File: config.mk
export PLATFORM = sky130hd
export DESIGN_NAME = seg_addr_gen
export DESIGN_NICKNAME = d
export VERILOG_FILES = /design/src/rtl/seg_addr_pkg.sv /design/src/rtl/seg_regfile.sv /design/src/rtl/seg_select.sv /design/src/rtl/addr_adder.sv /design/src/rtl/seg_addr_gen.sv
export SDC_FILE = /design/constraint.sdc
export NUM_CORES = 1
export LEC_CHECK = 0
export CORE_ASPECT_RATIO = 0.8
export CORE_UTILIZATION = 45
export DETAILED_ROUTE_END_ITERATION = 10
export DONT_BUFFER_PORTS = 1
export SYNTH_ARGS = -nofsm -noshare
export SYNTH_HDL_FRONTEND = slang
export SYNTH_HIERARCHICAL = 1
export SYNTH_SLANG_ARGS = --single-unit
File: constraint.sdc
create_clock -name clk -period 6.4 [get_ports clk]
set_clock_uncertainty 0.05 [all_clocks]
set_input_delay 1.92 -clock clk [delete_from_list [all_inputs] [get_ports clk]]
set_output_delay 1.92 -clock clk [all_outputs]
set_load 0.01 [all_outputs]
File: src/rtl/seg_addr_pkg.sv
package seg_addr_pkg;
  localparam int IDX_W = 3;
  localparam int ACC_W = 3;

  typedef enum logic [ACC_W-1:0] {
    ACC_FETCH  = 3'd0,
    ACC_SP     = 3'd1,
    ACC_BP     = 3'd2,
    ACC_DIRECT = 3'd3,
    ACC_BASE   = 3'd4,
    ACC_SRC    = 3'd5,
    ACC_DST    = 3'd6,
    ACC_SPARE  = 3'd7
  } acc_t;

  localparam logic [IDX_W-1:0] SEG_CODE  = 3'd0;
  localparam logic [IDX_W-1:0] SEG_DATA  = 3'd1;
  localparam logic [IDX_W-1:0] SEG_STACK = 3'd2;
  localparam logic [IDX_W-1:0] SEG_EXTRA = 3'd3;
endpackage

File: src/rtl/seg_regfile.sv
module seg_regfile #(
  parameter int SEG_W = 16,
  parameter int NSEG  = 6,
  parameter int IDX_W = 3
) (
  input  logic             clk,
  input  logic             rst,
  input  logic             wr_en,
  input  logic [IDX_W-1:0] wr_idx,
  input  logic [SEG_W-1:0] wr_data,
  input  logic [IDX_W-1:0] rd_idx,
  output logic [SEG_W-1:0] rd_data
);
  logic [SEG_W-1:0] seg_q [NSEG];

  generate
    for (genvar g = 0; g < NSEG; g++) begin : g_seg
      always_ff @(posedge clk) begin
        if (rst)
          seg_q[g] <= '0;
        else if (wr_en && (wr_idx == IDX_W'(g)))
          seg_q[g] <= wr_data;
      end
    end
  endgenerate

  always_comb begin
    rd_data = '0;
    for (int i = 0; i < NSEG; i++)
      if (rd_idx == IDX_W'(i)) rd_data = seg_q[i];
  end
endmodule

File: src/rtl/seg_select.sv
module seg_select
  import seg_addr_pkg::*;
#(
  parameter int NSEG = 6
) (
  input  logic [ACC_W-1:0] acc_type,
  input  logic             ovr_valid,
  input  logic [IDX_W-1:0] ovr_seg,
  output logic [IDX_W-1:0] sel
);
  logic [IDX_W-1:0] dflt;
  logic             fixed;
  logic             ovr_ok;

  always_comb begin
    fixed = 1'b0;
    unique case (acc_t'(acc_type))
      ACC_FETCH: begin dflt = SEG_CODE;  fixed = 1'b1; end
      ACC_SP,
      ACC_BP:    dflt = SEG_STACK;
      ACC_DST:   begin dflt = SEG_EXTRA; fixed = 1'b1; end
      default:   dflt = SEG_DATA;
    endcase
  end

  assign ovr_ok = ovr_valid && (ovr_seg < IDX_W'(NSEG)) && !fixed;
  assign sel    = ovr_ok ? ovr_seg : dflt;
endmodule

File: src/rtl/addr_adder.sv
module addr_adder #(
  parameter int SEG_W = 16,
  parameter int OFF_W = 16,
  parameter int SHIFT = 4,
  localparam int ADDR_W = SEG_W + SHIFT
) (
  input  logic [SEG_W-1:0]  seg,
  input  logic [OFF_W-1:0]  off,
  output logic [ADDR_W-1:0] addr
);
  logic [ADDR_W-1:0] base_w;
  logic [ADDR_W-1:0] off_w;

  assign base_w = {seg, {SHIFT{1'b0}}};
  assign off_w  = {{(ADDR_W-OFF_W){1'b0}}, off};
  assign addr   = base_w + off_w;
endmodule

File: src/rtl/seg_addr_gen.sv
module seg_addr_gen
  import seg_addr_pkg::*;
#(
  parameter int SEG_W = 16,
  parameter int OFF_W = 16,
  parameter int SHIFT = 4,
  parameter int NSEG  = 6,
  localparam int ADDR_W = SEG_W + SHIFT
) (
  input  logic              clk,
  input  logic              rst,
  input  logic              wr_en,
  input  logic [IDX_W-1:0]  wr_idx,
  input  logic [SEG_W-1:0]  wr_data,
  input  logic [ACC_W-1:0]  acc_type,
  input  logic              ovr_valid,
  input  logic [IDX_W-1:0]  ovr_seg,
  input  logic [OFF_W-1:0]  offset,
  output logic [ADDR_W-1:0] phys_addr,
  output logic [IDX_W-1:0]  seg_sel
);
  logic [SEG_W-1:0] seg_val;

  seg_select #(.NSEG(NSEG)) u_sel (
    .acc_type (acc_type),
    .ovr_valid(ovr_valid),
    .ovr_seg  (ovr_seg),
    .sel      (seg_sel)
  );

  seg_regfile #(.SEG_W(SEG_W), .NSEG(NSEG), .IDX_W(IDX_W)) u_rf (
    .clk    (clk),
    .rst    (rst),
    .wr_en  (wr_en),
    .wr_idx (wr_idx),
    .wr_data(wr_data),
    .rd_idx (seg_sel),
    .rd_data(seg_val)
  );

  addr_adder #(.SEG_W(SEG_W), .OFF_W(OFF_W), .SHIFT(SHIFT)) u_add (
    .seg (seg_val),
    .off (offset),
    .addr(phys_addr)
  );
endmodule

; Word level (Yosys, flattened, before mapping)
; Memories as Yosys holds them, arrays and structs flattened.
; Index checks and enable logic that the tools add are counted.
[totals]
reg_bits = 0
ram_bits = 96
inputBits = 45
output_inout_bits = 23
word_cells = 71
n_memories = 1
[memory_table]
columns = name, depth, word_bits, rd, rd_ports_with_merged_regs, wr, line
row1 = u_rf.seg_q, 6, 16, 6, 0, 6, seg_regfile.sv:14  ; logic [SEG_W-1:0] seg_q [NSEG];
[classes]
addsub = 1
n_lt_le_gt_ge = 1
eq_ne = 13
muxes = 35
n_bitwise = 6
reduce_logical = 14
[op_table]
columns = op, count
row1 = 2-to-1 mux 16 bit, 12
row2 = 2-to-1 mux 1 bit, 21
row3 = adder 20 x 16 -> 20 bit, 1
row4 = equality test 3 x 2 -> 1 bit (second input constant), 5
row5 = equality test 3 bit (second input constant), 5
row6 = equality test 3 x 1 -> 1 bit (second input constant), 3
row7 = logical NOT 3 bit, 3
row8 = logical AND 1 bit, 8
row9 = OR 1 bit, 6
row10 = one-hot mux 2 bit (3 select lines), 1
row11 = OR reduction 2 bit, 2
row12 = < comparator 3 bit (second input constant), 1
row13 = 2-to-1 mux 3 bit, 1
row14 = logical NOT 1 bit, 1

; Depth between registers and ports, before layout
; Gate-level depths: netlist (run 1).
[depth]
word_depth = 14
ltp_mapped = 15
ltp_nobuf = 12

; Modules after synthesis
; The synthesis (run 1) kept the hierarchy.
[by_module_without_submodules]
columns = module, instances, cells_each, area_per_inst_um2, seq_area_each_um2
row1 = seg_regfile, 1, 333, 4564.4, 2882.8
row2 = addr_adder, 1, 108, 820.8, 0.0
row3 = seg_select, 1, 19, 106.4, 0.0

; Worst setup path before layout (run 1)
; Ideal clock, no wire load.
[synth_path]
path_kind = input -> output
start = in ovr_valid
end = out phys_addr[16]
arrival_ns = 4.908
required_time_ns = 4.430
path_slack_ns = -0.478
stages = 14
n_path_buf = 3
cell_sequence = a21boi_2 > a21oi_1 > o22ai_1 > clkbuf_1 > buf_2 > clkbuf_1 > nand3b_1 > o21a_1 > o221ai_1 > fa_1 > a21o_1 > a221oi_4 > nor3_1 > nor3_1
[synth_between]
elab_chain_len = 11
word_cells_on_any_way = 16
classes_between = add/sub (1) / eq/ne (5) / mux (7) / reduce/logical (3)
[synth_rtl]
columns = item, line
row1 = "start, declared", seg_addr_gen.sv:16  ; input logic ovr_valid,
row2 = logical AND 1 bit * (2 in series), seg_select.sv:26  ; assign ovr_ok = ovr_valid && (ovr_seg < IDX_W'(NSEG)) && !fixed;
row3 = 2-to-1 mux 3 bit *, seg_select.sv:27  ; assign sel = ovr_ok ? ovr_seg : dflt;
row4 = net seg_sel[0], seg_addr_gen.sv:20  ; output logic [IDX_W-1:0] seg_sel
row5 = logical NOT 3 bit, seg_regfile.sv:30  ; if (rd_idx == IDX_W'(i)) rd_data = seg_q[i];
row6 = 2-to-1 mux 16 bit (5 in series), seg_regfile.sv:30
row7 = 2-to-1 mux 16 bit *, seg_regfile.sv:30
row8 = net seg_val[1], seg_addr_gen.sv:22  ; logic [SEG_W-1:0] seg_val;
row9 = adder 20 x 16 -> 20 bit *, addr_adder.sv:16  ; assign addr = base_w + off_w;
row10 = "end, declared", seg_addr_gen.sv:19  ; output logic [ADDR_W-1:0] phys_addr,
; Mark *: on every way through the listed nets, which the timed path passes. The rest lies on a longest branch.

; Final worst setup path (run 1)
[layout_path]
start = in ovr_valid
end = out phys_addr[16]
[layout_between]
elab_chain_len = 11
word_cells_on_any_way = 16
classes_between = add/sub (1) / eq/ne (5) / mux (7) / reduce/logical (3)
[layout_rtl]
columns = item, line
row1 = logical AND 1 bit * (2 in series), seg_select.sv:26
row2 = 2-to-1 mux 3 bit *, seg_select.sv:27
row3 = logical NOT 3 bit, seg_regfile.sv:30
row4 = 2-to-1 mux 16 bit (5 in series), seg_regfile.sv:30
row5 = 2-to-1 mux 16 bit *, seg_regfile.sv:30
row6 = net seg_val[1], seg_addr_gen.sv:22
row7 = adder 20 x 16 -> 20 bit *, addr_adder.sv:16
; Marks and branches as above.

==> results.md, run 1 <==
- Total gr overflow: 0
- WP buf/inv: 4
- Multiplexer area fraction after synthesis: 6.02%
- Static leakage: 2.56 nW
- TritonCTS clock tree: done
- Total track usage: 22.5%
- Top flop regs: u_rf/seg_q x96
- Total Routed Length: 13400 µm
- Dpl cells: 628
- Layout cells sized above 1: 31.3%
- Compound-Gate Fraction of Synth Area: 11.8%
- Core area: 11700 µm²
- Number of flops mapped to enable cells by yosys: 96
- Sw Pwr: 0.550 mW
- Finish-stage setup viols: 11
- Clock power frac: 28.1%
- Non-filler cells, final: 666
- Worst path cell trace: a21boi_4 > mux2i_2 > o22ai_4 > buf_12 > buf_12 > buf_6 > mux2i_2 > o221ai_2 > fa_2 > a21o_1 > a221oi_4 > buf_12 > o2111a_1 > nor3_4
- I/O pin cnt: 68
- Power, Total: 1.84 mW
- Layout area overhead: 25.0%
- # port buffers: 0
- Max IR drop VDD: 0.000125 V
- Die X: 126 µm
- Root Buffer: clkbuf_16
- Reg clk slew, reported paths: 0.07 ns
- Logic pwr share: 31.4%
- Worst-Margin Slew: 1.02 ns
- Post-layout net count: 571
- Synth Area in Simple Gates: 21.1%
- Hold Path Depth: 1
- Row cnt: 35
- Most flops, register: u_rf/seg_q
- Asr flop ratio synth: 0%
- P_int: 1.29 mW
- Max-slew headroom at the worst pin: 31.8%
- Wire length of the first global-routing pass: 21100 µm
- Seq cells post-synth: 96
- Hold endpoint: u_rf/seg_q[1][14]
- Post-layout minimum cycle time: 6.61 ns
- Net switching fraction of the power: 29.9%
- CP Capture Type: output pin
- Worst Path Max Fanout: 8
- Starting Density: 47.0%
- Max H-tree Level: 3
- Final Hold Vio Count: 0
- Outcome: complete, but fails checks
- GPL Wtd Cong: 0.827
- Hold Buf Count CTS: 0
- WS Path Type: input pin to output pin
- Register area share after synthesis: 52.5%
- Chip Height: 101 µm
- Post-DR vias/cell: 5.66
- Period utilization: 103%
- Synth Instances: 460
- Crit-path max cell delay: 0.42 ns
- Most common cell on crit path: buf_12
- # DRC: 9
- Max reg flops: 96
- Worst EP arrival: 4.64 ns
- DR WL/cell: 20.1 µm
- WP data required: 4.43 ns
- Hold_sp: wr_data[14]
- RSZ-0062 raised after global routing: true
- Longest Clk Path Bufs: 2
- Drt initial violations: 194
- Vias in the first global route: 3762
- Fin. max-slew vios: 0
- Part of the power in registers: 40.5%
- Synthesized Nets: 518
- Synthesis Warnings: 6
- Pwr dens: 268 nW/µm²
- Die area: 12700 µm²
- Crit start category: input pin
- Post-Synth Adder-Cell Area: 3.10%
- DP HPWL: 8760 µm
- TritonRoute pass-1 iters: 8
- Max-cap violations: 0
- Final design utilization: 58.7%
- Post-synth top flop: edfxtp_1
- Filler cell count: 928
- Initial antenna violation count: 0
- Post-synthesis xor/xnor area fraction: 1.44%
- Synthesized cell area: 5490 µm²
- DR vias: 3769
- Yosys cell types: 53
- Final Worst Setup Slack: -0.212 ns
- CTS Sinks: 96
- Slowest stage cell, crit path: fa_2
- Largest net degree at the start of global routing: 19
- Delay-heaviest family, CP: compound AO/OA/AOI/OAI gates
- ANT nets after route: 0
- Number of buffers created by CTS: 9
- F_max: 151 MHz
- HP Class: input pin to flop
- Avg Cell Area, Syn: 11.9 µm²
- Diode count: 0
- Failing checks: DRC, setup timing
- Largest family of logic cells by synthesized area: simple AND/OR/NAND/NOR gates
metal layers:
layer,wire length [µm],track usage [%]
met5,0,0
met2,6020,35.2
met4,106,5.53
met1,6440,32.3
met3,846,4.35
per-stage QoR:
stage | setup slack, ns | hold slack [ns] | area, µm² | setup TNS (ns)
after CTS | -0.245 | 1.71 | 6710 | -1.92
after global placement | -0.328 | 2.07 | 6020 | -2.76
after global routing | -0.326 | 1.71 | 6870 | -3.00
final | -0.212 | 1.72 | 6870 | -1.62
after detailed placement | -0.377 | 2.07 | 6020 | -3.39
after floorplan | -0.145 | 2.07 | 5580 | -0.679
worst max-delay path by stage:
stage / end / from / slack, ns / cells past startpoint
2_1_floorplan: phys_addr[14] / ovr_valid / -0.15 / 14
3_3_place_gp: phys_addr[16] / ovr_valid / -0.33 / 11
3_5_place_dp: phys_addr[16] / ovr_valid / -0.38 / 11
4_1_cts: phys_addr[19] / ovr_valid / -0.24 / 14
5_1_grt: phys_addr[16] / ovr_valid / -0.33 / 14
6_report: phys_addr[16] / ovr_valid / -0.21 / 14
logic make-up (layout without fill, tap and decap cells):
kind of cell	Yosys count	in the layout
AO/OA/AOI/OAI	80	80
XOR/XNOR	9	9
adder cells (fa/ha/maj)	13	13
buffers and inverters	40	98
flip-flops	96	96
multiplexers	33	33
AND/OR/NAND/NOR	189	189
cell type report:
class                   instances  area [µm²]  area share (%)
clock buffers                   9         225            3.28
clock inverters                 7        61.3           0.893
inverters                       9        33.8           0.492
multi-input cells             324        2780            40.5
flip-flops and latches         96        2880            42.0
well taps                     148         185            2.70
repair buffers                 73         694            10.1
layout by cell type (no fill, tap or decap), types with 5 or more instances in the layout:
cell type / count
o21a_1: 16
nor2_1: 9
clkbuf_16: 9
and2_1: 97
mux2i_2: 7
ha_1: 5
ha_4: 5
nand3_1: 6
nand2_1: 25
inv_1: 8
buf_12: 9
a21o_1: 6
o221ai_2: 14
buf_6: 7
edfxtp_1: 96
buf_4: 56
a21oi_1: 9
nand2b_1: 5
nand3b_1: 17
mux2i_1: 26
Yosys cell counts, types with 3 or more instances:
library cell / instances / area share [%]
a21o_1: 6 / 0.82
nand3_1: 7 / 0.64
buf_2: 9 / 0.82
nand2_1: 26 / 1.8
o21a_1: 17 / 2.3
ha_1: 12 / 2.7
clkbuf_1: 11 / 0.75
mux2i_1: 33 / 6.0
and2_1: 98 / 11
o211ai_1: 3 / 0.41
nand4_1: 3 / 0.34
buf_6: 5 / 1.0
inv_1: 8 / 0.55
nand2b_1: 5 / 0.57
nor3_4: 3 / 0.89
buf_4: 5 / 0.68
xnor2_1: 6 / 0.96
edfxtp_1: 96 / 52
a21oi_1: 13 / 1.2
nor2b_1: 4 / 0.46
nand3b_1: 17 / 2.3
nor2_1: 10 / 0.68
o221ai_1: 18 / 2.9
xor2_1: 3 / 0.48
or3_1: 3 / 0.34
a31o_2: 4 / 0.64
power by group through the flow:
stage	Clock (mW)	Combinational [mW]	Sequential [mW]
detailed placement	0	0.449	0.758
global route	0.553	0.622	0.748
floorplan	0	0.313	0.754
CTS	0.525	0.537	0.744
global placement	0	0.442	0.757
finish	0.517	0.578	0.745
what timing repair did:
| action | CTS | global route |
|---|---|---|
| setup endpoints to repair | 11 | 12 |
| setup buffers | 21 | 3 |
| gates cloned | 1 | 0 |
| resized for setup | 35 | 28 |
| pin swaps | 32 | 29 |
(Power assumes the default switching activity.)
==> run 2, diff against run 1 <==
==> constraint.sdc (replaced) <==
create_clock -name clk -period 6.95 [get_ports clk]
set_clock_uncertainty 0.05 [all_clocks]
set_input_delay 2.085 -clock clk [delete_from_list [all_inputs] [get_ports clk]]
set_output_delay 2.085 -clock clk [all_outputs]
set_load 0.01 [all_outputs]
==> run 2 against run 1 <==
  * The run still ends with DRC, setup timing left
  * Core utilization down 1.2 points
  * Final area down 2.0%
  * Worst hold slack better by 0.17 ns
  * Die area unchanged
  * First-iteration DRC count down 13%
  * Final cell count down 1.8%
  * Clock-buffer cell count up 2
  * Sequential cell count unchanged
  * Total power down 7.3%
  * Largest power group unchanged
  * Clock power up 0.8%
  * Sequential power down 7.8%
==> results.md, run 2 (same netlist as run 1, synthesis figures left out) <==
- Net switching fraction of the power: 27.7%
- HP Class: input pin to flop
- Die X: 126 µm
- Final Worst Setup Slack: -0.0466 ns
- Final instance area: 6730 µm²
- Total track usage: 21.6%
- Row cnt: 35
- Max-slew headroom at the worst pin: 25.1%
- Finish-stage setup viols: 3
- Slowest stage cell, crit path: or4_1
- Longest Clk Path Bufs: 2
- ANT nets after route: 0
- Outcome: complete, but fails checks
- I/O pin cnt: 68
- Max IR drop VDD: 0.000125 V
- Max reg flops: 96
- Fin. max-slew vios: 0
- CP Capture Type: output pin
- F_max: 143 MHz
- Post-DP Area: 5940 µm²
- WS Path Type: input pin to output pin
- Core area: 11700 µm²
- Worst path cell trace: a21boi_4 > mux2i_2 > o22ai_4 > buf_12 > buf_6 > mux2i_2 > o21a_1 > o221ai_2 > ha_1 > and3_4 > a221oi_4 > buf_6 > or4_1 > nand4_1
- Post-layout minimum cycle time: 7.00 ns
- Total gr overflow: 0
- # port buffers: 0
- Layout cells sized above 1: 27.7%
- Die area: 12700 µm²
- Initial antenna violation count: 0
- Logic pwr share: 29.2%
- TritonCTS clock tree: done
- Reg clk slew, reported paths: 0.07 ns
- Sw Pwr: 0.472 mW
- DP Worst Slack: -0.197 ns
- Starting Density: 47.0%
- TritonRoute pass-1 iters: 8
- Failing checks: DRC, setup timing
- Period utilization: 101%
- GPL Wtd Cong: 0.808
- Layout area overhead: 22.5%
- Crit-path max cell delay: 0.39 ns
- Worst EP arrival: 4.86 ns
- Total Routed Length: 12900 µm
- Post-DR vias/cell: 5.58
- Max H-tree Level: 3
- Static leakage: 2.49 nW
- RSZ-0062 raised after global routing: true
- Top flop regs: u_rf/seg_q x96
- Most flops, register: u_rf/seg_q
- Most common cell after layout, fill and taps aside: and2_1
- Post-layout net count: 559
- P_int: 1.23 mW
- WP data required: 4.82 ns
- DP HPWL: 8430 µm
- Final Hold Vio Count: 0
- Max-cap violations: 0
- Number of buffers created by CTS: 9
- Crit start category: input pin
- Clock power frac: 30.5%
- Wire length of the first global-routing pass: 20300 µm
- Chip Height: 101 µm
- Drt initial violations: 168
- # DRC: 11
- Worst-Margin Slew: 1.12 ns
- Most frequent cells in the layout: and2_1, edfxtp_1, buf_4, nand2_1, mux2i_1
- Vias in the first global route: 3643
- Root Buffer: clkbuf_16
- CTS Sinks: 96
- Largest net degree at the start of global routing: 29
- Diode count: 0
- Filler cell count: 932
- Pwr dens: 254 nW/µm²
- Worst Path Max Fanout: 8
- DR WL/cell: 19.8 µm
- Part of the power in registers: 40.3%
- Final design utilization: 57.5%
- DR vias: 3651
==> run 2: cell types whose count changed in the layout (fill, tap and decap cells not counted), sizes merged <==
cell,previous run,this run
inv,13,9
clkbuf,9,12
buf,73,60
clkinv,1,2
clkinvlp,2,1
bufinv,0,2
==> run 2: metrics by stage <==
stage	cells	TNS [ns]	power (mW)	hold WS (ns)
6_report	654	-0.0921	1.71	1.89
3_3_place_gp	621	-0.771	1.09	2.23
3_5_place_dp	621	-1.40	1.10	2.24
4_1_cts	647	-0.0213	1.66	1.88
5_1_grt	654	-0.740	1.77	1.88
2_1_floorplan	460	-0.0603	0.977	2.23
==> run 2: layer usage <==
| layer | global-route usage, % | vias to the layer above | share of wire (%) |
|---|---|---|---|
| met5 | 0 | - | 0 |
| met4 | 5.35 | 0 | 0.77 |
| met3 | 3.87 | 7 | 4.5 |
| met2 | 35.2 | 77 | 47 |
| met1 | 30.0 | 1781 | 48 |
| li1 | - | 1786 | - |
==> run 2: final cells by class <==
| class | instances | area (µm²) | area share [%] |
|---|---|---|---|
| Inverter | 9 | 33.8 | 0.502 |
| Clock buffer | 11 | 233 | 3.46 |
| Clock inverter | 5 | 81.3 | 1.21 |
| Tap cell | 148 | 185 | 2.75 |
| Timing Repair Buffer | 61 | 592 | 8.80 |
| Sequential cell | 96 | 2880 | 42.8 |
| Multi-Input combinational cell | 324 | 2720 | 40.4 |
==> run 2: worst paths after layout <==
check / from / slack [ns] / endpoint / depth (start not counted)
setup / recovery: ovr_valid / -0.05 / phys_addr[12] / 14
hold / removal: wr_data[0] / 1.89 / u_rf/seg_q[1][0] / 1
==> run 2: worst max-delay path: cells and delay by family <==
family / cells / cell delay, ns
adders and majority gates: 1 / 0.35
buffers and inverters: 3 / 0.45
and+or+nand+nor: 3 / 0.76
AOI/OAI and AO/OA: 5 / 0.74
muxes: 2 / 0.46
==> run 2: power by group through the flow <==
stage | clock network (mW) | logic (mW) | registers (mW)
after floorplan | 0 | 0.283 | 0.694
after global placement | 0 | 0.396 | 0.698
after detailed placement | 0 | 0.402 | 0.698
after CTS | 0.528 | 0.441 | 0.686
after global routing | 0.547 | 0.537 | 0.690
final | 0.521 | 0.498 | 0.687
==> run 2: what timing repair did <==
action,4_1_cts,5_1_grt
cloned,1,1
pin swaps,21,28
setup buffers,9,7
setup endpoints to repair,11,11
resized for setup,25,39
hold buffers,0,0
==> run 3, diff against run 2 <==
--- a/config.mk
+++ b/config.mk
@@ -5,6 +5,7 @@
 export SDC_FILE = /design/constraint.sdc
 export NUM_CORES = 1
 export LEC_CHECK = 0
+export CAP_MARGIN = 15
 export CORE_ASPECT_RATIO = 0.8
 export CORE_UTILIZATION = 45
 export DETAILED_ROUTE_END_ITERATION = 10
==> constraint.sdc (replaced) <==
create_clock -name clk -period 8.4 [get_ports clk]
set_clock_uncertainty 0.05 [all_clocks]
set_input_delay 2.52 -clock clk [delete_from_list [all_inputs] [get_ports clk]]
set_output_delay 2.52 -clock clk [all_outputs]
set_load 0.01 [all_outputs]
==> run 3 against run 2 <==
  * The flow finishes with violations (DRC)
  * Final cell count fell by 6.4%
  * Worst hold slack improved by 0.44 ns
  * Clock power is 24% lower
  * Die area unchanged
  * Sequential power down 17%
  * Wire length shrank 4.0%
  * Core utilization shrank 6.2 points
  * Via count down 3.5%
  * Sequential cell count is the same
  * Critical endpoint is now phys_addr[19]
  * Largest power group unchanged
  * Highest routed layer unchanged
==> results.md, run 3 (same netlist as run 1, synthesis figures left out) <==
- Setup TNS: 0 ns
- Most common cell on crit path: buf_4
- Die X: 126 µm
- Top flop regs: u_rf/seg_q x96
- Max-slew headroom at the worst pin: 30.3%
- Global Route met3 Usage: 3.72%
- Pwr dens: 211 nW/µm²
- Wire length of the first global-routing pass: 19200 µm
- CP Capture Type: output pin
- Diode count: 0
- Hold_sp: wr_data[0]
- Slowest stage cell, crit path: o22ai_4
- WP buf/inv: 2
- Starting Density: 47.0%
- Initial antenna violation count: 0
- # DRC: 9
- Core area: 11700 µm²
- Final instance area: 6000 µm²
- WP data required: 5.83 ns
- Total Routed Length: 12400 µm
- Static leakage: 2.22 nW
- Row cnt: 35
- Most frequent cells in the layout: and2_1, edfxtp_1, mux2i_1, nand2_1
- DR WL/cell: 20.3 µm
- TritonRoute pass-1 iters: 8
- Outcome: complete, but fails checks
- Clock power frac: 31.4%
- Post-DP Area: 5650 µm²
- Number of buffers created by CTS: 9
- Hold Buf Count CTS: 0
- Post-layout minimum cycle time: 8.24 ns
- Layout cells sized above 1: 12.3%
- Layout area overhead: 9.27%
- Post-layout net count: 518
- Post-DR vias/cell: 5.75
- Most flops, register: u_rf/seg_q
- P_int: 0.911 mW
- Root Buffer: clkbuf_16
- Final design utilization: 51.3%
- Hold Path Depth: 1
- WS Path Type: input pin to output pin
- GPL Wtd Cong: 0.808
- Most used routing layer: met2
- Period utilization: 98.1%
- Vias in the first global route: 3394
- Max IR drop VDD: 0.0000909 V
- CTS Sinks: 96
- Max reg flops: 96
- Max H-tree Level: 3
- Finish-stage setup viols: 0
- Part of the power in registers: 44.8%
- Worst-Margin Slew: 1.04 ns
- Final Hold Vio Count: 0
- # port buffers: 0
- Die area: 12700 µm²
- I/O pin cnt: 68
- Hold endpoint: u_rf/seg_q[2][0]
- Total track usage: 20.3%
- GR Util met2: 32.2%
- Crit start category: input pin
- Final hold slack: 2.33 ns
- Logic pwr share: 23.8%
- Met1 GRT Util: 28.9%
- TritonCTS clock tree: done
- Drt initial violations: 218
- Failing checks: DRC
- Total gr overflow: 0
- DR vias: 3522
- DP HPWL: 8180 µm
- Delay-heaviest family, CP: compound AO/OA/AOI/OAI gates
- Net switching fraction of the power: 28.0%
- Worst EP arrival: 5.67 ns
- F_max: 121 MHz
- Sw Pwr: 0.355 mW
- Most common cell after layout, fill and taps aside: and2_1
- Reg clk slew, reported paths: 0.07 ns
- Longest Clk Path Bufs: 2
- Fin. max-slew vios: 0
- ANT nets after route: 0
- HP Class: input pin to flop
- Crit-path max cell delay: 0.36 ns
- Largest net degree at the start of global routing: 29
- Chip Height: 101 µm
- Max-cap violations: 0
- Worst path cell trace: a21boi_2 > a21oi_1 > o22ai_4 > buf_4 > mux2i_1 > o221ai_2 > ha_1 > a211oi_1 > o211ai_1 > and2_1 > o311ai_1 > buf_4
- Worst Path Max Fanout: 16
==> run 3: changes by cell type in the layout (fill, tap and decap cells not counted), sizes merged <==
| cell | change |
|---|---|
| bufinv | -1 |
| buf | -42 |
| clkinvlp | +1 |
| o22ai | +1 |
| clkbuf | -1 |
==> run 3: power groups by stage <==
stage                     clock network (mW)  registers (mW)  logic, mW
after detailed placement                   0           0.578      0.292
after global placement                     0           0.577      0.287
after CTS                              0.406           0.567      0.293
after global routing                   0.424           0.570      0.329
final                                  0.398           0.567      0.301
after floorplan                            0           0.574      0.227
==> run 3: stage by stage <==
stage	instances	total power [mW]	setup WS, ns
4_1_cts	609	1.27	0.169
5_1_grt	612	1.32	-0.00895
3_5_place_dp	594	0.869	0.186
2_1_floorplan	460	0.802	0.322
3_3_place_gp	594	0.864	0.295
6_report	612	1.27	0.158
==> run 3: timing repair <==
action / CTS / global route
gates resized for setup: 0 / 3
endpoints found under the hold margin: 0 / 0
setup buffers: 0 / 1
setup endpoints to repair: 0 / 3
==> run 3: final cells by class <==
type	instances	area (µm²)
Fill cell	1029	5690
Sequential cell	96	2880
Multi-Input combinational cell	325	2440
Clock buffer	10	229
Tap cell	148	185
Timing Repair Buffer	19	173
Clock inverter	5	58.8
Inverter	9	33.8
==> run 3: worst max-delay path by stage <==
stage,startpoint,end,slack [ns],cells after the start
after floorplan,ovr_valid,phys_addr[16],0.32,14
after global placement,ovr_valid,phys_addr[16],0.30,12
after detailed placement,ovr_valid,phys_addr[19],0.19,12
after CTS,ovr_valid,phys_addr[19],0.17,12
after global routing,ovr_valid,phys_addr[17],-0.009,12
final,ovr_valid,phys_addr[19],0.16,12
==> run 3: metal layers <==
metal	share of wire (%)	wire, µm	vias to the layer above
met3	6.1	756	11
li1	-	-	1697
met4	0.92	114	0
met1	48	5990	1724
met2	45	5570	90
met5	0	0	-
